==> config.mk <==
export PLATFORM = sky130hd
export DESIGN_NAME = spi_card_cmd_seq
export DESIGN_NICKNAME = d
export VERILOG_FILES = /design/src/rtl/spi_card_cmd_seq.sv
export SDC_FILE = /design/constraint.sdc
export NUM_CORES = 1
export LEC_CHECK = 0
export BUFFER_PORTS_ARGS = -buffer_cell sky130_fd_sc_hd__clkbuf_2
export CAP_MARGIN = 15
export CORE_AREA = 2 2 117 119
export CTS_BUF_LIST = sky130_fd_sc_hd__clkbuf_4 sky130_fd_sc_hd__clkbuf_8 sky130_fd_sc_hd__clkbuf_16
export DETAILED_ROUTE_END_ITERATION = 6
export DIE_AREA = 0 0 119 121
export PLACE_DENSITY_LB_ADDON = 0.05
export SKIP_CTS_REPAIR_TIMING = 1
export SYNTH_ARGS = -nofsm -noshare
export SYNTH_HDL_FRONTEND = slang
export SYNTH_SLANG_ARGS = --single-unit
==> constraint.sdc <==
create_clock -name clk -period 3 [get_ports clk]
set_input_delay 0.3 -clock clk [delete_from_list [all_inputs] [get_ports clk]]
set_output_delay 0.3 -clock clk [all_outputs]
set_load 0.01 [all_outputs]
==> src/rtl/spi_card_cmd_seq.sv <==
module spi_card_cmd_seq #(
  parameter int SLOW_DIV   = 144,
  parameter int FAST_DIV   = 48,
  parameter int WAKE_BYTES = 20,
  parameter int POLL_LIMIT = 1000
) (
  input  logic        clk,
  input  logic        rst_n,
  input  logic        start,
  input  logic        wake,
  input  logic [5:0]  opcode,
  input  logic [31:0] arg,
  input  logic [1:0]  rsp_type,
  output logic        busy,
  output logic        done,
  output logic        timeout,
  output logic        error,
  output logic [7:0]  r1,
  output logic [7:0]  r2_hi,
  output logic [31:0] r_word,
  output logic        cs_n,
  output logic        sclk,
  output logic        mosi,
  input  logic        miso
);
  localparam int MAXD = (SLOW_DIV > FAST_DIV) ? SLOW_DIV : FAST_DIV;
  localparam int DW   = $clog2(MAXD + 2);
  localparam int IW   = $clog2(WAKE_BYTES + 9);
  localparam int PW   = $clog2(POLL_LIMIT + 1);

  typedef enum logic [2:0] {S_IDLE, S_WAKE, S_FRAME, S_POLL, S_EXTRA, S_TAIL} st_t;
  st_t state;

  logic [7:0]    tx_sr, rx_sr, frame_byte;
  logic [2:0]    bit_cnt;
  logic [DW-1:0] div_cnt;
  logic          active, slow_q;
  logic [IW-1:0] idx;
  logic [PW-1:0] poll_cnt;
  logic [5:0]    op_q;
  logic [31:0]   arg_q;
  logic [1:0]    typ_q;

  wire [DW-1:0] div_lim  = slow_q ? DW'(SLOW_DIV) : DW'(FAST_DIV);
  wire          tick     = active && (div_cnt == div_lim);
  wire          byte_end = tick && sclk && (bit_cnt == 3'd7);
  wire [7:0]    crc      = (op_q == 6'd0) ? 8'h95 : (op_q == 6'd8) ? 8'h87 : 8'h00;

  assign busy = (state != S_IDLE);
  assign mosi = tx_sr[7];

  always_comb begin
    case (idx[2:0])
      3'd1:    frame_byte = {2'b01, op_q};
      3'd2:    frame_byte = arg_q[31:24];
      3'd3:    frame_byte = arg_q[23:16];
      3'd4:    frame_byte = arg_q[15:8];
      3'd5:    frame_byte = arg_q[7:0];
      3'd6:    frame_byte = crc;
      default: frame_byte = 8'hFF;
    endcase
  end

  always_ff @(posedge clk or negedge rst_n) begin
    if (!rst_n) begin
      state <= S_IDLE;  tx_sr <= 8'hFF;  rx_sr <= 8'hFF;  bit_cnt <= '0;
      div_cnt <= '0;    active <= 1'b0;  slow_q <= 1'b1;  idx <= '0;
      poll_cnt <= '0;   op_q <= '0;      arg_q <= '0;     typ_q <= '0;
      done <= 1'b0;     timeout <= 1'b0; error <= 1'b0;   r1 <= 8'hFF;
      r2_hi <= '0;      r_word <= '0;    cs_n <= 1'b1;    sclk <= 1'b0;
    end else begin
      done <= 1'b0;
      if (active) begin
        if (tick) begin
          div_cnt <= '0;
          sclk    <= ~sclk;
          if (!sclk)                rx_sr <= {rx_sr[6:0], miso};
          else if (bit_cnt == 3'd7) active <= 1'b0;
          else begin
            tx_sr   <= {tx_sr[6:0], 1'b1};
            bit_cnt <= bit_cnt + 3'd1;
          end
        end else begin
          div_cnt <= div_cnt + 1'b1;
        end
      end else if (state != S_IDLE) begin
        active  <= 1'b1;
        bit_cnt <= '0;
        div_cnt <= '0;
        tx_sr   <= (state == S_FRAME) ? frame_byte : 8'hFF;
        cs_n    <= (state == S_WAKE) || (state == S_TAIL);
      end

      case (state)
        S_IDLE: if (start) begin
          op_q     <= opcode;
          arg_q    <= arg;
          typ_q    <= rsp_type;
          slow_q   <= wake || (opcode == 6'd0);
          idx      <= '0;
          poll_cnt <= '0;
          timeout  <= 1'b0;
          error    <= 1'b0;
          r1       <= 8'hFF;
          r2_hi    <= '0;
          r_word   <= '0;
          state    <= wake ? S_WAKE : S_FRAME;
        end
        S_WAKE: if (byte_end) begin
          idx <= idx + 1'b1;
          if (idx == IW'(WAKE_BYTES - 1)) begin
            state <= S_IDLE;
            done  <= 1'b1;
          end
        end
        S_FRAME: if (byte_end) begin
          idx <= idx + 1'b1;
          if (idx == IW'(7)) state <= S_POLL;
        end
        S_POLL: if (byte_end) begin
          if (!rx_sr[7]) begin
            r1    <= rx_sr;
            error <= (rx_sr > 8'h01);
            idx   <= '0;
            state <= (typ_q == 2'd1 || typ_q == 2'd2) ? S_EXTRA : S_TAIL;
          end else if (poll_cnt == PW'(POLL_LIMIT - 1)) begin
            timeout <= 1'b1;
            state   <= S_TAIL;
          end else begin
            poll_cnt <= poll_cnt + 1'b1;
          end
        end
        S_EXTRA: if (byte_end) begin
          if (typ_q == 2'd1) begin
            r2_hi <= rx_sr;
            state <= S_TAIL;
          end else begin
            r_word <= {r_word[23:0], rx_sr};
            idx    <= idx + 1'b1;
            if (idx == IW'(3)) state <= S_TAIL;
          end
        end
        S_TAIL: if (byte_end) begin
          state <= S_IDLE;
          done  <= 1'b1;
        end
        default: state <= S_IDLE;
      endcase
    end
  end

  AST_WAKE_CS_HIGH: assert property (@(posedge clk) disable iff (!rst_n) (state == S_WAKE) |-> cs_n);
  AST_FRAME_CS_LOW: assert property (@(posedge clk) disable iff (!rst_n) (state == S_FRAME && active) |-> !cs_n);
  AST_POLL_BOUND: assert property (@(posedge clk) disable iff (!rst_n) poll_cnt < PW'(POLL_LIMIT));
  AST_FLAGS_EXCL: assert property (@(posedge clk) disable iff (!rst_n) done |-> !(timeout && error));
  AST_IDLE_PINS: assert property (@(posedge clk) disable iff (!rst_n) !busy |-> (!sclk && cs_n));
  AST_MOSI_HOLD: assert property (@(posedge clk) disable iff (!rst_n) (sclk && $past(sclk)) |-> $stable(mosi));
  AST_DONE_PULSE: assert property (@(posedge clk) disable iff (!rst_n) done |=> !done);
  AST_START_IGNORED: assert property (@(posedge clk) disable iff (!rst_n) (busy && start) |=> $stable(arg_q));
endmodule

-- Word level (Yosys, flattened, before mapping)
Index checks and enable logic that the tools add are counted.
Widths: inputs -> output; s select.
- output and inout bits: 55
- register bits after elaboration: 140
- word-level logic and storage cells: 168
- bits of input ports: 45
- $lt $le $gt $ge: 1
- bitwise gates (word level): 2
- multiplexer cells: 74
- equality and inequality tests: 40
- $add $sub $neg: 4
- reductions and logical operators: 27
- operator list (operator ; count):
    $mux 8 ; 18
    $mux 32 ; 3
    $pmux 32 s2 ; 1
    $mux 3 ; 17
    $pmux 8 s6 ; 1
    $mux 10 ; 4
    $pmux 8 s2 ; 2
    $mux 5 ; 6
    $ne 2x2->1 const B ; 14
    $pmux 10 s2 ; 1
    $pmux 5 s4 ; 1
    $eq 3x3->1 const B ; 6
    $pmux 3 s6 ; 1
    $reduce_and 4->1 ; 4
    $mux 1 ; 15
    $eq 3x2->1 const B ; 4
    $logic_not 6->1 ; 2
    $add 10x1->10 const B ; 1
    $eq 10x10->1 const B ; 1
    $reduce_and 10->1 ; 1
    $reduce_and 5->1 ; 2
    $add 8x1->8 const B ; 1
    $eq 8x8->1 ; 1
    $gt 8x1->1 const B ; 1
    24 further kinds ; 40

-- Logic depth before layout (Yosys ltp)
Gate-level depths: netlist of run 1.
- depth in word-level cells: 7
- gate-level depth with buffers: 10
- gate-level depth less buffers: 7

-- Least setup slack after synthesis of run 1
No wires, ideal clock.
- path type: register to register
- from: register idx[2]
- to: register tx_sr[7]
- clock period less this slack: 2.415 ns
- cell stages (with the launch flop): 11
- slack: 0.585 ns
- arrival: 2.355 ns
- data required time: 2.940 ns
- cell sequence: dfrtp_1 clkbuf_1 clkbuf_1 inv_1 ha_1 clkbuf_1 a2111oi_0 nor4b_1 and2_1 a221oi_1 a21o_1
- longest elaborated chain between the ends: 5
- elaborated cells between the ends (all ways): 10
- those cells by class: eq/ne: 6; mux: 4
- RTL lines (item ; RTL line ; text):
    from (decl) ; 38 ; logic [IW-1:0] idx;
    from (signal assigned) ; 110 ; idx <= idx + 1'b1;
    from (signal assigned) ; 117 ; idx <= idx + 1'b1;
    from (signal assigned) ; 139 ; idx <= idx + 1'b1;
    $eq 3x3->1 (tied with other cells) ; 53 ; case (idx[2:0])
    $pmux 8 s6 (*) ; 53 ;
    $mux 8 (*) ; 90 ; tx_sr <= (state == S_FRAME) ? frame_byte : 8'hFF;
    $mux 8 (*) ; 86 ; end else if (state != S_IDLE) begin
    $mux 8 (*) ; 73 ; if (active) begin
    to (signal assigned) ; 80 ; tx_sr <= {tx_sr[6:0], 1'b1};
    to (signal assigned) ; 90 ;
    to (decl) ; 34 ; logic [7:0] tx_sr, rx_sr, frame_byte;
Every way passes the cells marked *; elsewhere a longest branch is shown, timed or not. The select of a mux whose other input is x is not followed.
A chain may end at the register's enable or synchronous reset.

-- Worst setup path in the final report of run 1
- from: register state[2]
- to: register poll_cnt[5]
- longest elaborated chain between the ends: 3
- elaborated cells between the ends (all ways): 9
- those cells by class: eq/ne: 5; mux: 1; reduce/logical: 3
- RTL lines (item ; RTL line ; text):
    from (decl) ; 32 ; st_t state;
    from (signal assigned) ; 107 ; state <= wake ? S_WAKE : S_FRAME;
    from (signal assigned) ; 125 ; state <= (typ_q == 2'd1 || typ_q == 2'd2) ? S_EXTRA : S_TAIL;
    $eq 3x2->1 or $logic_not 3->1 (tied branches) ; 94 ; case (state)
    $ne 2x2->1 (no line) or $reduce_bool 2->1 (tied branches) ; -- ;
    $reduce_and 5->1 (no line) ; -- ;
    to (signal assigned) ; 130 ; poll_cnt <= poll_cnt + 1'b1;
    to (decl) ; 39 ; logic [PW-1:0] poll_cnt;
Parallel ways exist; a longest one is shown, timed or not.

==> results of run 1 <==
==> path summary, 6_finish.rpt <==
kind | endpoint | slack [ns] | cells past startpoint
setup / recovery | poll_cnt[5]$_DFFE_PN0P_ | 0.40 | 5
hold / removal | arg_q[28]$_DFFE_PN0P_ | 0.06 | 3
setup reg to reg | poll_cnt[5]$_DFFE_PN0P_ | 0.40 | 5
hold reg to reg | r1[6]$_DFFE_PN1P_ | 0.47 | 2
max in group asynchronous | r_word[11]$_DFFE_PN0P_ | 1.74 | 3
min in group asynchronous | error$_DFFE_PN0P_ | 0.45 | 2
==> synthesized netlist by cell type, types with 4 or more instances <==
cell and count:
a21o_1 5, a21oi_1 11, a222oi_1 6, a22o_1 16, a31oi_1 5, and3_1 4, clkbuf_1 28, dfrtp_1 114
dfstp_2 26, ha_1 11, inv_1 15, mux2_2 19, nand2_1 206, nand3_1 14, nor2_1 25, nor3_1 7
o21ai_0 57, o31ai_1 7, or2_2 4, or3_1 4, or4_1 4
==> sequential cells by signal, summed over array words and instances, names as in the netlist, 3 cells and up <==
name,flops
arg_q,32
bit_cnt,3
div_cnt,8
idx,5
op_q,6
poll_cnt,10
r1,8
r2_hi,8
r_word,32
rx_sr,8
state,3
tx_sr,8
==> layout make-up <==
cell class                 instances  area (um^2)
multi-input combinational        486         2810
clock inverter                    13          238
tap                              176          220
clock buffer                      19          447
sequential                       140         3540
inverter                          16         60.1
timing repair buffer             112          614
fill                            1161         5160
==> critical path, cell delays in order (launching register included) <==
cell	delay [ns]
dfrtp_1	0.62
inv_1	0.20
a41oi_1	0.54
o221ai_2	0.39
or4_1	0.58
a21oi_1	0.17
==> per-stage QoR <==
step	utilization	cell area (um^2)	setup WS, ns	std cells
3_5_place_dp	0.552	7230	0.459	929
6_report	0.605	7920	0.402	962
4_1_cts	0.605	7910	0.406	961
2_1_floorplan	-	6560	0.585	679
5_1_grt	0.605	7920	0.171	962
3_3_place_gp	0.552	7230	0.522	929
==> where the power goes <==
| part | leakage, uW | total [uW] | switching [uW] | internal (uW) |
|---|---|---|---|---|
| Sequential | 0.00177 | 2830 | 398 | 2440 |
| Clock | 0.000324 | 2420 | 820 | 1600 |
| Combinational | 0.00162 | 2000 | 1220 | 783 |
| Total | 0.00372 | 7250 | 2440 | 4810 |
==> logic make-up after synthesis <==
family	Yosys count	share of synthesized area
buffers and inverters	53	0.0355
adder cells (fa/ha/maj)	11	0.0210
XOR/XNOR	5	0.00668
AO/OA/AOI/OAI	149	0.159
AND/OR/NAND/NOR	301	0.205
flip-flops	140	0.539
multiplexers	20	0.0341
==> routing by layer <==
metal,wire [um],up-vias,part of all wire
met3,624,23,0.041
met1,7150,2551,0.47
met4,255,0,0.017
met2,7190,146,0.47
met5,0,-,0
li1,-,2573,-
==> metrics.md, run 1 <==
| Metric | Value |
|---|---|
| Status | `finished clean` |
| Top-area cell type share of the netlist area | `0.435` |
| Clock Latency Late Sink | `0.43 ns` |
| Critical Path End Type | `flop` |
| Synthesized Nets | `735` |
| Starting density of the core | `0.501` |
| Total power | `7250 uW` |
| Initial antenna violation count | `0` |
| Main flop type after synthesis | `dfrtp_1` |
| Clk buf depth | `2` |
| Seq/Total Area, Yosys | `0.539` |
| Nets | `829` |
| Number of flops mapped to enable cells by yosys | `0` |
| Die Ht | `121 um` |
| Most area-consuming cells after synthesis | `dfrtp_1, nand2_1, dfstp_2` |
| Die Area | `0.0144 mm^2` |
| TritonCTS Buffers | `17` |
| FF+latch count, synth | `140` |
| Synth Cell Area | `0.00656 mm^2` |
| Total global routing overflow | `0` |
| Final hold vios | `0` |
| DRC viols | `0` |
| Layout cells sized above 1 | `0.268` |
| Post-DRT Antenna Nets | `0` |
| GPL Wtd Cong | `between 0.8 and 0.9` |
| Vias per cell | `5.50` |
| Startpoint Class | `flop` |
| Setup_tns | `0 ns` |
| Root buf cell | `clkbuf_16` |
| Final period util | `0.866` |
| CTS tree | `built` |
| Largest area contributor in the netlist | `dfrtp_1` |
| # rows | `42` |
| Core area | `0.0131 mm^2` |
| Actual slew at the worst max-slew pin | `0.894 ns` |
| Highest-count cells in the layout ignoring fill and taps | `nand2_1, dfrtp_1, clkbuf_2` |
| Crit-path max FO | `16` |
| GRT Total Usage | `0.227` |
| GR Util met1 | `0.316` |
| H-tree Lvls | `4` |
| Worst setup path class | `reg2reg` |
| Fraction of registers with async set/reset | `1.00` |
| Area delta synth->final | `20.8%` |
| First-pass GRT wire length | `between 20 and 30 mm` |
| Final Slew Violations | `0` |
| Leak | `0.00372 uW` |
| Hold Path Class | `in2reg` |
| Die width | `119 um` |
| Starting DRT DRC Count | `374` |
| N_diodes | `0` |
| Minimum clock period | `2.60 ns` |
| Grt met3 use | `0.0555` |
| Vias in the first global route | `5,096` |
| Worst r2r src | `state[2]$_DFFE_PN0P_` |
| Unrepaired setup endpoints after global routing | `no` |
| I/O Pins | `100` |
| Number of port buffers | `99` |
| Req. time, crit path | `roughly 3.3 ns` |
| Synth cell types | `74` |
| DRT Pass-1 Iters | `7` |
| FMAX | `385 MHz` |
| Avg WL per Cell | `between 15 and 20 um` |
| Hold slack | `approximately 0.060 ns` |
| Pwr/cell area | `915 mW/mm^2` |
| Commonest non-fill, non-tap cell in the layout | `nand2_1` |
| Hold_sp | `arg[28]` |
| Endpoints failing setup | `0` |
| Setup Skew | `~0.0072 ns` |
| Busiest grt layer | `met2` |
| Final HPWL DP | `around 11 mm` |
| Worst path arrival time | `between 2 and 3 ns` |
| Max cap viols | `0` |
| CP startpoint | `state[2]$_DFFE_PN0P_` |
| Max VDD drop | `0.408 mV` |
| Worst rel slew slack | `0.400` |
| Clk sinks | `140` |
| Met2 GRT Util | `0.344` |
| Largest net degree at the start of global routing | `73` |
| Via count | `5,293` |
| Clk slew on worst S/H paths | `0.06 ns` |
| Syn Inst Count | `679` |
| Syn Area/Cell | `9.66 um^2` |
| Final wirelength | `15.2 mm` |
| Yosys Warn Count | `0` |
Note: power is estimated with default switching activity, not from simulation.
==> run 2, diff against run 1 <==
--- a/config.mk
+++ b/config.mk
@@ -11,7 +11,8 @@
 export CTS_BUF_LIST = sky130_fd_sc_hd__clkbuf_4 sky130_fd_sc_hd__clkbuf_8 sky130_fd_sc_hd__clkbuf_16
 export DETAILED_ROUTE_END_ITERATION = 6
 export DIE_AREA = 0 0 119 121
-export PLACE_DENSITY_LB_ADDON = 0.05
+export HOLD_SLACK_MARGIN = 0.1
+export PLACE_DENSITY = 0.81
 export SKIP_CTS_REPAIR_TIMING = 1
 export SYNTH_ARGS = -nofsm -noshare
 export SYNTH_HDL_FRONTEND = slang
==> run 2 against run 1 <==
Effect of this change: non-clock buffer count is 29 higher; via count is 4.6% higher; clock skew is 0.0026 ns higher; critical path depth is 2 higher; die area stayed put; first-iteration DRC count is 5.6% higher; sequential power hardly changed; worst hold slack better by 0.016 ns; fmax is 4.4% higher; setup slack better by 0.11 ns; sequential share of layout area is 1.1 points lower; largest power group unchanged.
==> metrics.md, run 2 (synthesized netlist as in run 1, its figures left out) <==
| Metric | Value |
|---|---|
| Status | `finished clean` |
| Hold Path Class | `in2reg` |
| Hold_sp | `arg[22]` |
| R2r setup slk | `0.51 ns` |
| CP Depth | `7` |
| Total global routing overflow | `0` |
| Reg-to-reg endpoint | `idx[0]$_DFFE_PN0P_` |
| Area delta synth->final | `23.8%` |
| Final period util | `0.830` |
| Actual slew at the worst max-slew pin | `approximately 0.95 ns` |
| Worst setup path class | `reg2reg` |
| Nets | `858` |
| Final Slew Violations | `0` |
| Worst rel slew slack | `0.365` |
| Worst r2r src | `bit_cnt[1]$_DFFE_PN0P_` |
| Core area | `0.0131 mm^2` |
| Worst path arrival time | `2.79 ns` |
| Pre-CTS setup slack | `0.534 ns` |
| Register-to-Register Path Depth | `7` |
| Startpoint Class | `flop` |
| Commonest non-fill, non-tap cell in the layout | `nand2_1` |
| N_diodes | `0` |
| Final HPWL DP | `10.3 mm` |
| Crit-path leading delay family | `compound AO/OA/AOI/OAI gates` |
| Cell with the most instances on the worst path | `ha_1` |
| Vias per cell | `5.59` |
| Post-route setup slack | `0.511 ns` |
| Root buf cell | `clkbuf_16` |
| Vias in the first global route | `4,995` |
| Via count | `5,537` |
| H-tree Lvls | `4` |
| I/O Pins | `100` |
| Crit-path max FO | `6` |
| Clk sinks | `140` |
| GRT Total Usage | `0.220` |
| CP max stage delay | `0.48 ns` |
| Leak | `0.00381 uW` |
| Largest net degree at the start of global routing | `67` |
| Avg WL per Cell | `around 16 um` |
| Post-DRT Antenna Nets | `0` |
| Highest-count cells in the layout ignoring fill and taps | `nand2_1, dfrtp_1, clkbuf_2` |
| Clk slew on worst S/H paths | `0.06 ns` |
| Unrepaired setup endpoints after global routing | `no` |
| Clock Latency Late Sink | `0.42 ns` |
| Die width | `119 um` |
| FMAX | `402 MHz` |
| Starting DRT DRC Count | `395` |
| Clk buf depth | `2` |
| CP startpoint | `bit_cnt[1]$_DFFE_PN0P_` |
| Fin cells | `991` |
| Initial antenna violation count | `0` |
| Final wirelength | `15.8 mm` |
| Req. time, crit path | `3.30 ns` |
| Hold Crit Depth | `3` |
| GPL Wtd Cong | `0.881` |
| Critical Path End Type | `flop` |
| # rows | `42` |
| TritonCTS Buffers | `17` |
| CTS tree | `built` |
| Inst Count DP | `930` |
| DRC viols | `0` |
| Starting density of the core | `0.501` |
| Layout cells sized above 1 | `0.259` |
| Minimum clock period | `2.49 ns` |
| DRT Pass-1 Iters | `7` |
| Max cap viols | `0` |
| Largest registers | `arg_q: 32 flops, r_word: 32 flops, poll_cnt: 10 flops` |
| Pwr/cell area | `roughly 860 mW/mm^2` |
| CP max-delay cell | `a41oi_1` |
| Die Area | `0.0144 mm^2` |
| Crit-path cells | `ha_1, ha_1, inv_1, a41oi_1, o21ai_0, nor3_2, mux2_2` |
| Number of port buffers | `99` |
| Setup Skew | `about 0.0098 ns` |
| Setup_tns | `0 ns` |
| WHS Endpoint | `arg_q[22]$_DFFE_PN0P_` |
| WP buf/inv | `1` |
| Max VDD drop | `around 0.54 mV` |
| Die Ht | `121 um` |
| Final hold vios | `0` |
| First-pass GRT wire length | `24.8 mm` |
| Endpoints failing setup | `0` |
run 2: cell types whose count changed in the layout (fill, tap and decap cells not counted), sizes merged:
| cell | change |
|---|---|
| clkbuf | +1 |
| dlygate4sd3 | +28 |
| inv | +1 |
| bufinv | -4 |
| buf | +1 |
| clkinv | +2 |
run 2: worst min-delay path, cell delays in order:
cell and delay (ns):
clkbuf_2 0.08, nand2_1 0.04, nand2_1 0.05
run 2: cell type report:
class                      count  area, um^2
multi-input combinational    486        2800
clock inverter                12         136
fill                        1050        4960
clock buffer                  20         460
sequential                   140        3540
inverter                      16        60.1
tap                          176         220
timing repair buffer         141         915
run 2: metal layers:
| metal | vias to the layer above | share of wire | GRT usage |
|---|---|---|---|
| met3 | 25 | 0.060 | 0.0540 |
| li1 | 2620 | - | - |
| met2 | 229 | 0.50 | 0.356 |
| met1 | 2663 | 0.42 | 0.291 |
| met5 | - | 0 | 0 |
| met4 | 0 | 0.017 | 0.0722 |
run 2: how the worst max path moves through the flow:
stage	to
after floorplan	tx_sr[7]$_DFFE_PN1P_
after global placement	tx_sr[7]$_DFFE_PN1P_
after detailed placement	poll_cnt[5]$_DFFE_PN0P_
after CTS	idx[2]$_DFFE_PN0P_
after global routing	r1[3]$_DFFE_PN1P_
final	idx[0]$_DFFE_PN0P_
run 2: metrics by stage:
stage,power (uW),hold slack (ns),util,instance area (um^2)
3_3_place_gp,4780,0.327,0.553,7240
2_1_floorplan,4270,0.00441,-,6560
6_report,6990,0.0758,0.621,8120
4_1_cts,6970,-0.119,0.599,7830
5_1_grt,7430,0.0918,0.621,8120
3_5_place_dp,4840,0.330,0.553,7240
run 2: where the power goes:
| part | leakage [uW] | switching [uW] | internal, uW | total [uW] |
|---|---|---|---|---|
| sequential | 0.00177 | 403 | 2440 | 2840 |
| combinational | 0.00175 | 1240 | 808 | 2050 |
| clock | 0.000287 | 816 | 1280 | 2100 |
| total | 0.00381 | 2460 | 4530 | 6990 |
